==> config.mk <==
export PLATFORM = sky130hd
export DESIGN_NAME = i2c_role_tracker
export DESIGN_NICKNAME = d
export VERILOG_FILES = /design/src/rtl/i2c_role_pkg.sv /design/src/rtl/i2c_role_start_guard.sv /design/src/rtl/i2c_role_mode.sv /design/src/rtl/i2c_role_flags.sv /design/src/rtl/i2c_role_tracker.sv
export SDC_FILE = /design/constraint.sdc
export NUM_CORES = 1
export LEC_CHECK = 0
export BUFFER_PORTS_ARGS = -buffer_cell sky130_fd_sc_hd__buf_4
export CELL_PAD_IN_SITES_DETAIL_PLACEMENT = 0
export CELL_PAD_IN_SITES_GLOBAL_PLACEMENT = 1
export CORE_UTILIZATION = 27
export DETAILED_ROUTE_END_ITERATION = 16
export PLACE_DENSITY = 0.77
export RECOVER_POWER = 25
export SLEW_MARGIN = 40
export SYNTH_ARGS = -nofsm -noshare
export SYNTH_HDL_FRONTEND = slang
export SYNTH_SLANG_ARGS = --single-unit
export TNS_END_PERCENT = 20
==> constraint.sdc <==
create_clock -name clk -period 1.3 [get_ports clk]
set_input_delay 0.26 -clock clk [delete_from_list [all_inputs] [get_ports clk]]
set_output_delay 0.26 -clock clk [all_outputs]
set_load 0.03 [all_outputs]
==> src/rtl/i2c_role_pkg.sv <==
package i2c_role_pkg;
  localparam int STATUS_W = 8;
  localparam int B_MST  = 7;
  localparam int B_TRX  = 6;
  localparam int B_BUSY = 5;
  localparam int B_PEND = 4;
  localparam int B_LRB  = 3;
  localparam int B_GC   = 2;
  localparam int B_AAS  = 1;
  localparam int B_AL   = 0;

  typedef enum logic [1:0] {
    ROLE_SRX = 2'b00,
    ROLE_STX = 2'b01,
    ROLE_MRX = 2'b10,
    ROLE_MTX = 2'b11
  } role_e;

  typedef struct packed {
    logic busy;
    logic pend_n;
    logic lrb;
    logic gc;
    logic aas;
    logic al;
  } flags_t;
endpackage

==> src/rtl/i2c_role_start_guard.sv <==
module i2c_role_start_guard (
  input  logic start_req,
  input  logic mst,
  input  logic busy,
  input  logic start_det,
  output logic fire,
  output logic blocked
);
  logic want;
  always_comb begin
    want    = start_req & mst;
    blocked = want & (busy | start_det);
    fire    = want & ~(busy | start_det);
  end
endmodule

==> src/rtl/i2c_role_mode.sv <==
module i2c_role_mode (
  input  logic clk,
  input  logic rst,
  input  logic stop_det,
  input  logic byte_done,
  input  logic arb_lost,
  input  logic al_flag,
  input  logic blocked,
  input  logic fire,
  input  logic mode_wr,
  input  logic mode_mst,
  input  logic mode_tx,
  output logic mst_q,
  output logic trx_q,
  output logic gen_start_q,
  output logic cnt_rst_q,
  output logic scl_q
);
  logic drop, mst_d, trx_d;

  always_comb begin
    drop  = stop_det | blocked | (byte_done & (al_flag | arb_lost));
    mst_d = mst_q;
    trx_d = trx_q;
    if (drop) begin
      mst_d = 1'b0;
      trx_d = 1'b0;
    end else if (mode_wr) begin
      mst_d = mode_mst;
      trx_d = mode_tx;
    end
  end

  always_ff @(posedge clk) begin
    if (rst) begin
      mst_q       <= 1'b0;
      trx_q       <= 1'b0;
      gen_start_q <= 1'b0;
      cnt_rst_q   <= 1'b0;
      scl_q       <= 1'b0;
    end else begin
      mst_q       <= mst_d;
      trx_q       <= trx_d;
      gen_start_q <= fire;
      cnt_rst_q   <= fire;
      scl_q       <= mst_d;
    end
  end
endmodule

==> src/rtl/i2c_role_flags.sv <==
module i2c_role_flags
  import i2c_role_pkg::*;
#(
  parameter bit GCALL_EN = 1'b1
) (
  input  logic   clk,
  input  logic   rst,
  input  logic   start_det,
  input  logic   stop_det,
  input  logic   byte_done,
  input  logic   arb_lost,
  input  logic   addr_hit,
  input  logic   gcall_hit,
  input  logic   rx_bit,
  input  logic   data_wr,
  input  logic   irq_ack,
  output flags_t flags_q
);
  logic bound;
  assign bound = start_det | stop_det;

  always_ff @(posedge clk) begin
    if (rst) begin
      flags_q.busy   <= 1'b0;
      flags_q.pend_n <= 1'b1;
      flags_q.lrb    <= 1'b0;
      flags_q.aas    <= 1'b0;
      flags_q.al     <= 1'b0;
    end else begin
      if (start_det)                flags_q.busy <= 1'b1;
      else if (stop_det)            flags_q.busy <= 1'b0;
      if (byte_done)                flags_q.pend_n <= 1'b0;
      else if (data_wr | irq_ack)   flags_q.pend_n <= 1'b1;
      if (byte_done)                flags_q.lrb <= rx_bit;
      if (addr_hit)                 flags_q.aas <= 1'b1;
      else if (bound)               flags_q.aas <= 1'b0;
      if (arb_lost)                 flags_q.al <= 1'b1;
      else if (start_det)           flags_q.al <= 1'b0;
    end
  end

  generate
    if (GCALL_EN) begin : g_gc
      always_ff @(posedge clk) begin
        if (rst)            flags_q.gc <= 1'b0;
        else if (gcall_hit) flags_q.gc <= 1'b1;
        else if (bound)     flags_q.gc <= 1'b0;
      end
    end else begin : g_nogc
      always_ff @(posedge clk) flags_q.gc <= 1'b0;
      logic unused_gc;
      assign unused_gc = gcall_hit;
    end
  endgenerate
endmodule

==> src/rtl/i2c_role_tracker.sv <==
module i2c_role_tracker
  import i2c_role_pkg::*;
#(
  parameter bit GCALL_EN = 1'b1
) (
  input  logic                clk,
  input  logic                rst,
  input  logic                start_det,
  input  logic                stop_det,
  input  logic                byte_done,
  input  logic                arb_lost,
  input  logic                addr_hit,
  input  logic                gcall_hit,
  input  logic                rx_bit,
  input  logic                mode_wr,
  input  logic                mode_mst,
  input  logic                mode_tx,
  input  logic                start_req,
  input  logic                data_wr,
  input  logic                irq_ack,
  output logic [STATUS_W-1:0] status,
  output logic                irq_n,
  output logic                gen_start,
  output logic                cnt_rst,
  output logic                scl_drive
);
  logic   mst_q, trx_q, fire, blocked;
  flags_t fl;
  role_e  role;

  i2c_role_start_guard u_guard (
    .start_req(start_req), .mst(mst_q), .busy(fl.busy),
    .start_det(start_det), .fire(fire), .blocked(blocked)
  );

  i2c_role_mode u_mode (
    .clk(clk), .rst(rst), .stop_det(stop_det), .byte_done(byte_done),
    .arb_lost(arb_lost), .al_flag(fl.al), .blocked(blocked), .fire(fire),
    .mode_wr(mode_wr), .mode_mst(mode_mst), .mode_tx(mode_tx),
    .mst_q(mst_q), .trx_q(trx_q), .gen_start_q(gen_start),
    .cnt_rst_q(cnt_rst), .scl_q(scl_drive)
  );

  i2c_role_flags #(.GCALL_EN(GCALL_EN)) u_flags (
    .clk(clk), .rst(rst), .start_det(start_det), .stop_det(stop_det),
    .byte_done(byte_done), .arb_lost(arb_lost), .addr_hit(addr_hit),
    .gcall_hit(gcall_hit), .rx_bit(rx_bit), .data_wr(data_wr),
    .irq_ack(irq_ack), .flags_q(fl)
  );

  assign role = role_e'({mst_q, trx_q});

  always_comb begin
    status         = '0;
    status[B_MST:B_TRX] = role;
    status[B_BUSY] = fl.busy;
    status[B_PEND] = fl.pend_n;
    status[B_LRB]  = fl.lrb;
    status[B_GC]   = fl.gc;
    status[B_AAS]  = fl.aas;
    status[B_AL]   = fl.al;
  end

  assign irq_n = fl.pend_n;
endmodule

Yosys cells after proc, flatten, opt, wreduce, memory -nomap -nowiden

Index checks and enable logic that the tools add are counted.

Add/subtract/negate cells: 0
Multiply operators: 0
Divide/modulo/power cells: 0
Magnitude comparators: 0
Equality and inequality tests: 0
Shift operators: 0
Multiplexer cells: 9
Bitwise logic cells: 11
Reductions and logical operators: 6

Operators by type and width:

| cell               | count |
|---|---|
| nonzero test 2 bit | 5 |
| two-way mux 1 bit  | 9 |
| OR 1 bit           | 6 |
| AND 1 bit          | 4 |
| OR reduction 2 bit | 1 |
| NOT 1 bit          | 1 |

Register bits after elaboration: 9
Bits in latches: 0
RAM bits: 0
ROM bits: 0
Input port bits: 15
Output and inout port bits: 12
Word-level logic and storage cells: 35
Memories kept: 0

Logic depth before layout (Yosys ltp)

Depth in word-level cells: 5
Depth in mapped cells: 2
Mapped depth without buffers: 2

Cells and area by module

Synthesis repeated with hierarchy kept, for this count alone.

Cell total of the unflattened synthesis: 39
Area, all modules: 386.6 µm²

By module, submodules not included:

| module               | instances | cells an instance | area an instance (µm²) | sequential area each (µm²) |
|---|---|---|---|---|
| i2c_role_flags       | 1         | 22                | 211.5                  | 120.1 |
| i2c_role_mode        | 1         | 12                | 130.1                  | 60.1 |
| i2c_role_start_guard | 1         | 2                 | 22.5                   | 0.0 |
| i2c_role_tracker     | 1         | 3                 | 22.5                   | 0.0 |

Worst setup path before layout

No wires, ideal clock.

Kind: flip-flop to flip-flop
Start: register u_flags.flags_q[1] (netlist name)
End: register u_flags.flags_q[1] (netlist bit)
Library setup time: 0.070 ns
Arrival time: 0.965 ns
Required time: 1.230 ns
Setup slack: 0.265 ns
Cell stages (with the launch flop): 3
Path buffers: 0
Clock period less this slack: 1.035 ns
Path through: dfxtp_1 > or3b_1 > a21oi_1

RTL lines:

| item      | RTL line             | RTL |
|---|---|---|
| to (decl) | i2c_role_flags.sv:17 | `output flags_t flags_q` |

Worst setup path after layout

Start: register u_mode.mst_q
End: output status[7]

RTL lines:

| item                   | RTL line               | RTL |
|---|---|---|
| from (decl)            | i2c_role_mode.sv:13    | `output logic mst_q,` |
| from (signal assigned) | i2c_role_mode.sv:42    | `mst_q <= mst_d;` |
| to (decl)              | i2c_role_tracker.sv:21 | `output logic [STATUS_W-1:0] status,` |

No word-level cell between the ends.

==> flow_summary_export.csv <==
group,metric,value,unit
finish,syn2layout_area_growth,51.0,%
global_route,grt_pass1_vias,288,
synth,synth.cell_area,383,sq um
cts,clock-sinks,9,
timing,min_period,1.09,ns
finish,fin_nets,80,
cts,numCtsBuffers,3,
timing,rsz0062_at_grt,"no",
timing,hold_viol,0,
worst_hold_path,hold_depth,2,
worst_setup_path,slowest_delay,0.39,ns
detailed_routing,via_count,344,
finish,drive_above_1_share,45.3,%
cts,ctsResizeCount,0,
synth,yosys_warnings,0,
cts,clk_path_buf_depth,2,
floorplan,start_util,29.1,%
cts,htree_num_levels,1,
worst_setup_path,r2r_cells,2,
synth,synth.top_cell.area_share,47.1,%
worst_setup_path,crit_type,"register to primary output",
power_and_ir_drop,vdd_ir_drop_max,0.000550,V
synth,synth_nets,55,
global_route,grt_usage,12.0,%
cts,ctsHoldBuffers,0,
synth,synth_seq_cells,9,
detailed_routing,antenna_left,0,
synth,synthTopCellsByArea,"dfxtp_1, buf_4, mux2i_1",
finish,num_antenna_cells,0,
placement,place_ws,0.285,ns
synth,synth_top_area_cell,"dfxtp_1",
synth,synth.distinct_cells,15,
detailed_routing,drc,0,
timing,setup_violations,0,
worst_setup_path,critPathBufInv,1,
finish,layout_common_cells,"buf_4, dfxtp_1, inv_1, a21oi_1",
detailed_routing,first_pass_iters,2,
timing,finalSetupTns,0,ns
floorplan,std_cell_rows,13,
global_route,globalRouteOverflowTotal,0,
worst_setup_path,critical_path_cell_count,1,
cts,cts_tree,"built",
timing,timing.final.ws_setup,0.215,ns
timing,fin_worst_skew,0.000150,ns
timing,slew_violations,0,
synth,synth-seq-area-share,47.1,%
timing,clock.fmax,922,MHz
detailed_routing,drtIter0Drc,3,
synth,syn_inst,40,
worst_setup_path,slowest_stage,"dfxtp_1",
cts,cts-root-buf,"clkbuf_4",
floorplan,die_h,39.7,um
detailed_routing,routed_wl,756,um
worst_setup_path,path_max_fanout,5,
global_route,grt_max_degree,9,
power_and_ir_drop,finalPower,632,uW
cts,clk_pin_slew_worst_paths,0.06,ns
placement,hpwl,598,um
finish,final_common_cell,"buf_4",
floorplan,die_w,39.7,um
worst_setup_path,cp_data_arrival_time,0.83,ns
cts,cts_setup_buffers,0,
timing,tightestPinTransition,0.237,ns
global_route,grt_pass1_wl,1150,um
floorplan,ios,27,
placement,port_buffers,26,
worst_setup_path,worst_ep_required_time,1.04,ns
cts,clk_latency,0.25,ns
worst_setup_path,worst_setup_path_end_kind,"primary output",
power_and_ir_drop,p_per_area,1090,nW/um^2
detailed_routing,vias_per_cell,4.35,
placement,gp_congestion,0.739,
power_and_ir_drop,p_leak,0.000297,uW
floorplan,coreArea,1320,sq um
detailed_routing,wire_per_inst,9.57,um
outcome,status,"completed",
timing,finalCritPeriodShare,83.5,%
global_route,antenna_found_initial,0,
synth,syn_area_per_cell,9.57,sq um
worst_setup_path,path_cells,"buf_4",
worst_setup_path,path_delay_family,"flip-flops",
timing,slew_headroom,84.1,%
job,drv_cap,0,
worst_hold_path,hp-class,"input port to register",
floorplan,die_area,1570,sq um
worst_setup_path,start_kind,"register",
[final timing paths]
path / startpoint / to / slack [ns]
setup / recovery: u_mode.mst_q$_SDFFE_PP0P_ / status[7] / 0.21
hold / removal: start_det / u_mode.gen_start_q$_SDFF_PP0_ / 0.21
setup reg to reg: u_flags.flags_q[5]$_SDFFE_PP0P_ / u_mode.trx_q$_SDFFE_PP0P_ / 0.40
hold reg to reg: u_flags.flags_q[5]$_SDFFE_PP0P_ / u_mode.gen_start_q$_SDFF_PP0_ / 0.49
[logic make-up (layout without fill, tap and decap cells)]
kind of cell           after synthesis  count (layout)  synth area share [%]
AO/OA/AOI/OAI                        7               7                  11.8
buffers and inverters               10              34                  15.7
flip-flops                           9               9                  47.1
multiplexers                         3               3                  7.84
AND/OR/NAND/NOR                     11              11                  17.6
[sequential cells by signal (all words and copies together) (netlist names)]
name	count
u_mode.trx_q	1
u_mode.gen_start_q	1
u_flags.flags_q	6
u_mode.mst_q	1
[cell type report]
class                           instances  area [sq um]
Inverter                                4          15.0
Timing Repair Buffer                   26           195
Tap cell                               15          18.8
Sequential cell                         9           180
Fill cell                             134           739
Clock buffer                            4          26.3
Multi-Input combinational cell         21           143
[routing by layer]
| layer | part of all wire, % | global-route usage (%) | up-vias | wire [um] |
|---|---|---|---|---|
| met4 | 1.1 | 10.3 | 0 | 8 |
| met1 | 46 | 13.4 | 147 | 350 |
| met3 | 8.3 | 5.11 | 2 | 63 |
| li1 | - | - | 180 | - |
| met2 | 44 | 17.2 | 15 | 334 |
| met5 | 0 | 0 | - | 0 |
[synth_stat cells]
master	number
dfxtp_1	9
buf_4	6
a21oi_1	4
inv_1	4
mux2i_1	3
nor4_1	3
nand2b_1	2
or3b_1	2
nand2_1	1
nor2_1	1
nor3_1	1
o211a_1	1
o21a_1	1
o21bai_1	1
or2_1	1
[power breakdown]
group,switching (uW),total [uW],internal (uW)
clock network,94.9,213,118
registers,8.83,298,289
logic,60.7,121,60.6
total,164,632,468
[per-stage QoR]
stage               hold WS, ns  std cells  area [sq um]  util (%)
global route              0.198         79           578      43.9
floorplan                 0.329         40           383         -
finish                    0.208         79           578      43.9
detailed placement        0.476         75           552      41.9
CTS                       0.197         79           578      43.9
global placement          0.478         75           552      41.9
No activity file was read; power rests on OpenSTA's default activity.
